[config.mk]
export PLATFORM = sky130hd
export DESIGN_NAME = dmac_chan
export DESIGN_NICKNAME = d
export VERILOG_FILES = /design/src/rtl/dmac_pkg.sv /design/src/rtl/dmac_evt_sel.sv /design/src/rtl/dmac_side_ptr.sv /design/src/rtl/dmac_chan.sv
export SDC_FILE = /design/constraint.sdc
export NUM_CORES = 1
export LEC_CHECK = 0
export ABC_CLOCK_PERIOD_IN_PS = 2800
export CAP_MARGIN = 10
export CORE_MARGIN = 10
export CORE_UTILIZATION = 50
export DETAILED_ROUTE_END_ITERATION = 10
export PLACE_DENSITY = 0.76
export SYNTH_ARGS = -nofsm -noshare
export SYNTH_HDL_FRONTEND = slang
export SYNTH_SLANG_ARGS = --single-unit
[constraint.sdc]
create_clock -name clk -period 2.8 [get_ports clk]
set_clock_uncertainty 0.15 [all_clocks]
set_input_delay 0.56 -clock clk [delete_from_list [all_inputs] [get_ports clk]]
set_output_delay 0.56 -clock clk [all_outputs]
set_load 0.02 [all_outputs]
[src/rtl/dmac_pkg.sv]
package dmac_pkg;
   typedef enum logic [1:0] {ST_IDLE, ST_RD, ST_WR} xfer_st_t;

   localparam int CFG_W = 32;

   localparam logic [2:0] SEL_CTRL     = 3'd0;
   localparam logic [2:0] SEL_CHAN     = 3'd1;
   localparam logic [2:0] SEL_SRC_BASE = 3'd2;
   localparam logic [2:0] SEL_DST_BASE = 3'd3;
   localparam logic [2:0] SEL_SRC_SIZE = 3'd4;
   localparam logic [2:0] SEL_DST_SIZE = 3'd5;
   localparam logic [2:0] SEL_CELL     = 3'd6;
   localparam logic [2:0] SEL_CMD      = 3'd7;
endpackage

[src/rtl/dmac_evt_sel.sv]
module dmac_evt_sel #(
   parameter int NIRQ = 8,
   localparam int IW = $clog2(NIRQ)
)(
   input  logic            clk,
   input  logic            rst_n,
   input  logic [NIRQ-1:0] irq,
   input  logic [IW-1:0]   num,
   input  logic            en,
   output logic            hit
);
   logic [NIRQ-1:0] irq_q;

   always_ff @(posedge clk or negedge rst_n) begin
      if (!rst_n) irq_q <= '0;
      else        irq_q <= irq;
   end

   assign hit = en && irq[num] && !irq_q[num];
endmodule

[src/rtl/dmac_side_ptr.sv]
module dmac_side_ptr #(
   parameter int AW = 8
)(
   input  logic          clk,
   input  logic          rst_n,
   input  logic          clr,
   input  logic          step,
   input  logic [AW-1:0] size,
   output logic [AW-1:0] ptr,
   output logic          half_hit,
   output logic          full_hit
);
   localparam logic [AW:0] ONE_X = 1;
   logic [AW:0] nxt;

   assign nxt      = {1'b0, ptr} + ONE_X;
   assign full_hit = step && (nxt == {1'b0, size});
   assign half_hit = step && (nxt == {2'b00, size[AW-1:1]});

   always_ff @(posedge clk or negedge rst_n) begin
      if (!rst_n)        ptr <= '0;
      else if (clr)      ptr <= '0;
      else if (full_hit) ptr <= '0;
      else if (step)     ptr <= nxt[AW-1:0];
   end
endmodule

[src/rtl/dmac_chan.sv]
module dmac_chan
   import dmac_pkg::*;
#(
   parameter int          AW          = 8,
   parameter int          NIRQ        = 8,
   parameter bit          RANGE_CHECK = 1'b1,
   parameter int unsigned LEGAL_LO    = 0,
   parameter int unsigned LEGAL_HI    = 239
)(
   input  logic             clk,
   input  logic             rst_n,
   input  logic             cfg_wr,
   input  logic [2:0]       cfg_sel,
   input  logic [CFG_W-1:0] cfg_wdata,
   input  logic [NIRQ-1:0]  irq_lines,
   output logic             mem_req,
   output logic             mem_we,
   output logic [AW-1:0]    mem_addr,
   output logic [7:0]       mem_wdata,
   input  logic             mem_gnt,
   input  logic [7:0]       mem_rdata,
   input  logic             mem_err,
   output logic [AW-1:0]    src_ptr,
   output logic [AW-1:0]    dst_ptr,
   output logic [AW-1:0]    cell_ptr,
   output logic             chan_on,
   output logic             busy,
   output logic             flag_src_half,
   output logic             flag_src_full,
   output logic             flag_dst_half,
   output logic             flag_dst_full,
   output logic             flag_abort
);
   localparam int          IW    = $clog2(NIRQ);
   localparam logic [AW-1:0] LO_A = AW'(LEGAL_LO);
   localparam logic [AW-1:0] HI_A = AW'(LEGAL_HI);
   localparam logic [AW-1:0] ONE_A = 1;

   if (AW < 2 || AW > 16) begin : g_bad_aw
      $error("dmac_chan: AW must lie in 2..16");
   end
   if (NIRQ < 2 || NIRQ > 256 || (NIRQ & (NIRQ - 1)) != 0) begin : g_bad_nirq
      $error("dmac_chan: NIRQ must be a power of two in 2..256");
   end
   if (LEGAL_LO > LEGAL_HI || LEGAL_HI >= (1 << AW)) begin : g_bad_range
      $error("dmac_chan: legal window does not fit the address space");
   end

   // configuration state
   logic          glob_on, suspend, ch_en, auto_en, sirq_en, airq_en, pat_en;
   logic [IW-1:0] sirq_num, airq_num;
   logic [7:0]    pattern;
   logic [AW-1:0] src_base, dst_base, src_size, dst_size, cell_size;
   // transfer state
   xfer_st_t      state;
   logic          active, abort_pend;
   logic [7:0]    data_q;
   logic [AW-1:0] blk_cnt;

   logic unused_cfg_bits;
   assign unused_cfg_bits = ^cfg_wdata;

   logic wr_ctrl, wr_chan, wr_cmd, wr_sbase, wr_dbase;
   logic force_w, abort_w, clr_w, off_now;
   assign wr_ctrl  = cfg_wr && (cfg_sel == SEL_CTRL);
   assign wr_chan  = cfg_wr && (cfg_sel == SEL_CHAN);
   assign wr_cmd   = cfg_wr && (cfg_sel == SEL_CMD);
   assign wr_sbase = cfg_wr && (cfg_sel == SEL_SRC_BASE);
   assign wr_dbase = cfg_wr && (cfg_sel == SEL_DST_BASE);
   assign force_w  = wr_cmd && cfg_wdata[0];
   assign abort_w  = wr_cmd && cfg_wdata[1];
   assign clr_w    = wr_cmd && cfg_wdata[2];
   assign off_now  = wr_ctrl && !cfg_wdata[0];

   logic sirq_hit, airq_hit;
   dmac_evt_sel #(.NIRQ(NIRQ)) u_start_evt (
      .clk(clk), .rst_n(rst_n), .irq(irq_lines), .num(sirq_num), .en(sirq_en), .hit(sirq_hit));
   dmac_evt_sel #(.NIRQ(NIRQ)) u_abort_evt (
      .clk(clk), .rst_n(rst_n), .irq(irq_lines), .num(airq_num), .en(airq_en), .hit(airq_hit));

   logic start_ev, abort_ev, run;
   assign start_ev = force_w || sirq_hit;
   assign abort_ev = abort_w || airq_hit;
   assign run      = glob_on && ch_en && !suspend;

   logic [AW-1:0] src_addr, dst_addr;
   assign src_addr = src_base + src_ptr;
   assign dst_addr = dst_base + dst_ptr;

   logic addr_ok;
   if (RANGE_CHECK) begin : g_range
      assign addr_ok = (src_addr >= LO_A) && (src_addr <= HI_A) &&
                       (dst_addr >= LO_A) && (dst_addr <= HI_A);
   end else begin : g_no_range
      assign addr_ok = 1'b1;
   end

   assign mem_req   = (state != ST_IDLE);
   assign mem_we    = (state == ST_WR);
   assign mem_addr  = (state == ST_WR) ? dst_addr : src_addr;
   assign mem_wdata = data_q;

   logic byte_done, bus_err, go, range_err, pend_fire, keep_ptrs, abort_fire;
   logic blk_last, pat_hit, blk_end, cell_end, ptr_clr;
   logic [AW-1:0] max_size;
   assign byte_done  = (state == ST_WR) && mem_gnt && !mem_err;
   assign bus_err    = (state != ST_IDLE) && mem_gnt && mem_err;
   assign go         = glob_on && (state == ST_IDLE) && !abort_pend && active && run;
   assign range_err  = go && !addr_ok;
   assign pend_fire  = glob_on && (state == ST_IDLE) && abort_pend;
   assign keep_ptrs  = pend_fire && active && !run;
   assign abort_fire = pend_fire || bus_err || range_err;
   assign max_size   = (src_size > dst_size) ? src_size : dst_size;
   assign blk_last   = byte_done && ((blk_cnt + ONE_A) == max_size);
   assign pat_hit    = byte_done && pat_en && !auto_en && (data_q == pattern);
   assign blk_end    = blk_last || pat_hit;
   assign cell_end   = byte_done && ((cell_ptr + ONE_A) == cell_size);
   assign ptr_clr    = !glob_on || off_now || blk_end || (abort_fire && !keep_ptrs);

   logic s_half, s_full, d_half, d_full;
   dmac_side_ptr #(.AW(AW)) u_src_side (
      .clk(clk), .rst_n(rst_n), .clr(ptr_clr || wr_sbase), .step(byte_done),
      .size(src_size), .ptr(src_ptr), .half_hit(s_half), .full_hit(s_full));
   dmac_side_ptr #(.AW(AW)) u_dst_side (
      .clk(clk), .rst_n(rst_n), .clr(ptr_clr || wr_dbase), .step(byte_done),
      .size(dst_size), .ptr(dst_ptr), .half_hit(d_half), .full_hit(d_full));

   always_ff @(posedge clk or negedge rst_n) begin
      if (!rst_n) begin
         glob_on <= 1'b0; suspend <= 1'b0; ch_en <= 1'b0; auto_en <= 1'b0;
         sirq_en <= 1'b0; airq_en <= 1'b0; pat_en <= 1'b0;
         sirq_num <= '0; airq_num <= '0; pattern <= '0;
         src_base <= '0; dst_base <= '0; src_size <= '0; dst_size <= '0; cell_size <= '0;
      end else begin
         if (wr_ctrl) begin
            glob_on <= cfg_wdata[0];
            suspend <= cfg_wdata[1];
         end
         if (wr_chan) begin
            ch_en    <= cfg_wdata[0];
            auto_en  <= cfg_wdata[1];
            sirq_en  <= cfg_wdata[2];
            airq_en  <= cfg_wdata[3];
            pat_en   <= cfg_wdata[4];
            sirq_num <= cfg_wdata[8 +: IW];
            airq_num <= cfg_wdata[16 +: IW];
            pattern  <= cfg_wdata[31:24];
         end else if (blk_end && !auto_en) begin
            ch_en <= 1'b0;
         end
         if (wr_sbase) src_base <= cfg_wdata[AW-1:0];
         if (wr_dbase) dst_base <= cfg_wdata[AW-1:0];
         if (cfg_wr && cfg_sel == SEL_SRC_SIZE) src_size  <= cfg_wdata[AW-1:0];
         if (cfg_wr && cfg_sel == SEL_DST_SIZE) dst_size  <= cfg_wdata[AW-1:0];
         if (cfg_wr && cfg_sel == SEL_CELL)     cell_size <= cfg_wdata[AW-1:0];
      end
   end

   always_ff @(posedge clk or negedge rst_n) begin
      if (!rst_n) begin
         state <= ST_IDLE; active <= 1'b0; abort_pend <= 1'b0;
         data_q <= '0; blk_cnt <= '0; cell_ptr <= '0;
      end else if (!glob_on || off_now) begin
         state <= ST_IDLE; active <= 1'b0; abort_pend <= 1'b0; blk_cnt <= '0;
      end else begin
         if (abort_ev) abort_pend <= 1'b1;
         if (ptr_clr)        blk_cnt <= '0;
         else if (byte_done) blk_cnt <= blk_cnt + ONE_A;
         if (byte_done) cell_ptr <= cell_ptr + ONE_A;
         unique case (state)
            ST_IDLE: begin
               if (abort_pend) begin
                  active <= 1'b0; abort_pend <= 1'b0;
               end else if (range_err) begin
                  active <= 1'b0;
               end else if (go) begin
                  state <= ST_RD;
               end else if (start_ev && ch_en && !active) begin
                  active <= 1'b1; cell_ptr <= '0;
               end
            end
            ST_RD: if (mem_gnt) begin
               if (mem_err) begin
                  state <= ST_IDLE; active <= 1'b0; abort_pend <= 1'b0;
               end else begin
                  data_q <= mem_rdata; state <= ST_WR;
               end
            end
            ST_WR: if (mem_gnt) begin
               state <= ST_IDLE;
               if (mem_err) begin
                  active <= 1'b0; abort_pend <= 1'b0;
               end else if (cell_end || blk_end) begin
                  active <= 1'b0;
               end
            end
            default: state <= ST_IDLE;
         endcase
      end
   end

   always_ff @(posedge clk or negedge rst_n) begin
      if (!rst_n) begin
         flag_src_half <= 1'b0; flag_src_full <= 1'b0;
         flag_dst_half <= 1'b0; flag_dst_full <= 1'b0; flag_abort <= 1'b0;
      end else begin
         if (clr_w) begin
            flag_src_half <= 1'b0; flag_src_full <= 1'b0;
            flag_dst_half <= 1'b0; flag_dst_full <= 1'b0; flag_abort <= 1'b0;
         end
         if (s_half) flag_src_half <= 1'b1;
         if (s_full) flag_src_full <= 1'b1;
         if (d_half) flag_dst_half <= 1'b1;
         if (d_full) flag_dst_full <= 1'b1;
         if (abort_fire) flag_abort <= 1'b1;
      end
   end

   assign chan_on = ch_en;
   assign busy    = active;
endmodule

==> flow_summary.yaml <==
run_status:
  status: "complete, but fails checks"
  violations: "hold timing, setup timing"
timing:
  rsz0062_at_grt: "yes"
  setup_viol: 33
  timing.hold.ws_ns: -0.00251
  fin_ws_ns: -0.446
  fmax_ghz: 0.308
  hold_viol_final: 3
  maxSlewViolCount: 0
  worstMarginPinSlew_ns: 0.580
  layout_worst_path_cycle_share: 1.16
  max_slew_margin: 0.612
  post-route-min-period_ns: 3.25
placement:
  routabilityCongestion: 0.975
  dpl.hpwl_mm: 17.2
  post-place-ws_ns: -0.548
  port_buffers: 94
floorplan:
  design.die.area_sq_um: 20500
  io_pins: 105
  coreArea_sq_um: 14700
  rows: 44
  fp.dieH_microns: 143
  start_util: 0.517
  die_w_microns: 143
yosys:
  synthFlopType: "dfrtp_1"
  netlist.area_leader.share: 0.389
  synthMuxAreaShare: 0.120
  yosys_warnings: 0
  ys_ff_latch: 118
  synth_area_leaders: "dfrtp_1 (39%), mux2_2 (9.9%), xnor2_1 (6.2%)"
  synthCells: 745
  synth_most_common_cell: "dfrtp_1"
  async_flop_share: 1.00
  synth_compound_area_frac: 0.126
  synthXorXnorAreaFrac: 0.109
  synth-simple-area-share: 0.170
  synth_area_per_cell_sq_um: 10.2
  synthesis.nets: 833
  ys_top_cells_by_count: "dfrtp_1 (118), mux2_2 (67), xnor2_1 (54)"
  synth_top_family_by_area: "simple AND/OR/NAND/NOR gates"
  yosys.area.top_type: "dfrtp_1"
  synth-seq-area-share: 0.389
  syn_area_sq_um: 7590
  synth-edff-count: 0
  synthAdderAreaFrac: 0.0547
  ys_types: 69
routing:
  dr.pass1.iters: 8
  routed.top_layer: "met5"
  drc: 0
  wl_met1_mm: 9.95
  dr_wl_met3_mm: 2.25
  vias: 7106
  first_iter_violations: 627
  wl_per_cell_microns: 21.5
  ant_nets: 0
  met2_length_mm: 12.0
  wirelength_mm: 25.1
  via_per_inst: 6.09
critical_path:
  critPathKind: "flip-flop to output pin"
  arrival_ns: 2.54
  rr_startpoint: "src_size[1]"
  critPathRequiredTime_ns: 2.09
  crit_fanout: 3
  startpoint_type: "flip-flop"
  worstReg2RegEnd: "u_src_side.ptr[3]"
  r2r_slack_ns: -0.34
  end_kind: "output pin"
  worst-r2r-cell-count: 12
layout:
  drive_gt1_frac: 0.353
  layout.nets: 1055
  finalCoreUtilization: 0.757
  syn2layout_area_growth_pct: 46.6
  multi_input_area_sq_um: 5110
  fillerInstances: 922
  seq_area_sq_um: 2950
power:
  power_density_nw_per_um2: 600
  p_leak_uw: 0.00464
  ir_drop_v: 0.000486
  p_total_uw: 6670
cts:
  htreeDepth: 4
  numCtsBuffers: 17
  cts_sinks: 118
  clockBufferDepth: 2
  path_clk_slew_ns: 0.06
  worst_skew_pair.late_latency_ns: 0.43
  cts_tree: "built"
  cts-root-buf: "clkbuf_16"
  postCtsHoldBufs: 0
global_route:
  groute.usage.overall: 0.236
  grt_max_degree: 76
  antenna_found_initial: 2
  grt_pass1_vias: 7368
  grt_pass1_wl_mm: 38.4
  grt_overflow: 0
job:
  maxCapViolCount: 0
hold_path:
  hold_path.class: "input port to async pin"
layout make-up:
type	instances	area share
timing repair buffer	236	0.193
sequential	118	0.265
tap	184	0.0207
clock inverter	15	0.0148
antenna	3	0.000675
inverter	23	0.00776
clock buffer	17	0.0382
multi-input combinational	571	0.459
what timing repair did:
action,4_1_cts,5_1_grt
cloned,3,0
setup buffers,12,10
setup endpoints to repair,37,41
resized for setup,104,58
pin swaps,46,36
critical path, cell delays in order (launching register included):
cell and delay (ns):
dfrtp_1 0.45, inv_1 0.12, fa_2 0.42, nor2b_2 0.16, o21a_1 0.16, o21ai_2 0.07, nand2b_1 0.11, a21oi_2 0.07
xnor2_1 0.20, nand2_1 0.12, o21ai_2 0.08, buf_6 0.13
where the power goes:
| part | switching (uW) | internal [uW] |
|---|---|---|
| logic | 1180 | 1190 |
| registers | 172 | 1920 |
| clock network | 881 | 1330 |
| total | 2240 | 4440 |
cell usage in the layout, fill, tap and decap left out, types with 8 or more instances in the layout:
cell,synthesis,routed
nor2b_1,9,8
inv_1,23,19
xor2_1,25,25
ha_4,0,9
nor4_4,0,14
nand2_1,32,31
clkbuf_16,0,17
clkdlybuf4s50_1,0,84
a21oi_1,29,22
dfrtp_1,118,117
xnor2_1,54,52
nand3_1,33,29
buf_6,2,9
mux2_2,67,67
ha_1,30,20
o21ai_0,45,33
a22oi_1,10,10
buf_4,0,131
nor2_1,34,32
nor3_1,25,18
nand2b_1,25,24
per-stage QoR:
stage	instances	setup TNS [ns]	instance area [sq um]
global placement	1111	-8.65	9650
CTS	1157	-5.71	10800
global route	1164	-12.48	11100
detailed placement	1111	-11.15	9650
finish	1167	-9.26	11100
floorplan	745	0	7670
logic make-up after synthesis:
family                   count (synthesis)
buffers and inverters                   56
AO/OA/AOI/OAI                          145
adder cells (fa/ha/maj)                 32
multiplexers                            78
XOR/XNOR                                85
flip-flops                             118
AND/OR/NAND/NOR                        231
flip-flops by register name (all words and copies together) (netlist names), 2 cells and up:
signal             count
u_abort_evt.irq_q      8
u_src_side.ptr         8
state                  2
src_size               8
sirq_num               3
u_dst_side.ptr         8
src_base               8
airq_num               3
cell_ptr               8
dst_size               8
blk_cnt                8
cell_size              8
dst_base               8
pattern                8
mem_wdata              8
how the worst max path moves through the flow:
stage,from,to,slack [ns],cells past startpoint
after floorplan,dst_size[1],u_src_side.ptr[7],0.001,11
after global placement,mem_err,chan_on,-0.46,10
after detailed placement,mem_err,chan_on,-0.55,10
after CTS,dst_base[0],mem_addr[6],-0.29,12
after global routing,dst_base[0],mem_addr[6],-0.49,12
final,u_dst_side.ptr[1],mem_addr[6],-0.45,11
routing by layer:
layer	vias up	global-route usage
li1	3189	-
met1	3444	0.281
met2	379	0.391
met3	92	0.0673
met4	2	0.0994
met5	-	0
(Power assumes the default switching activity.)
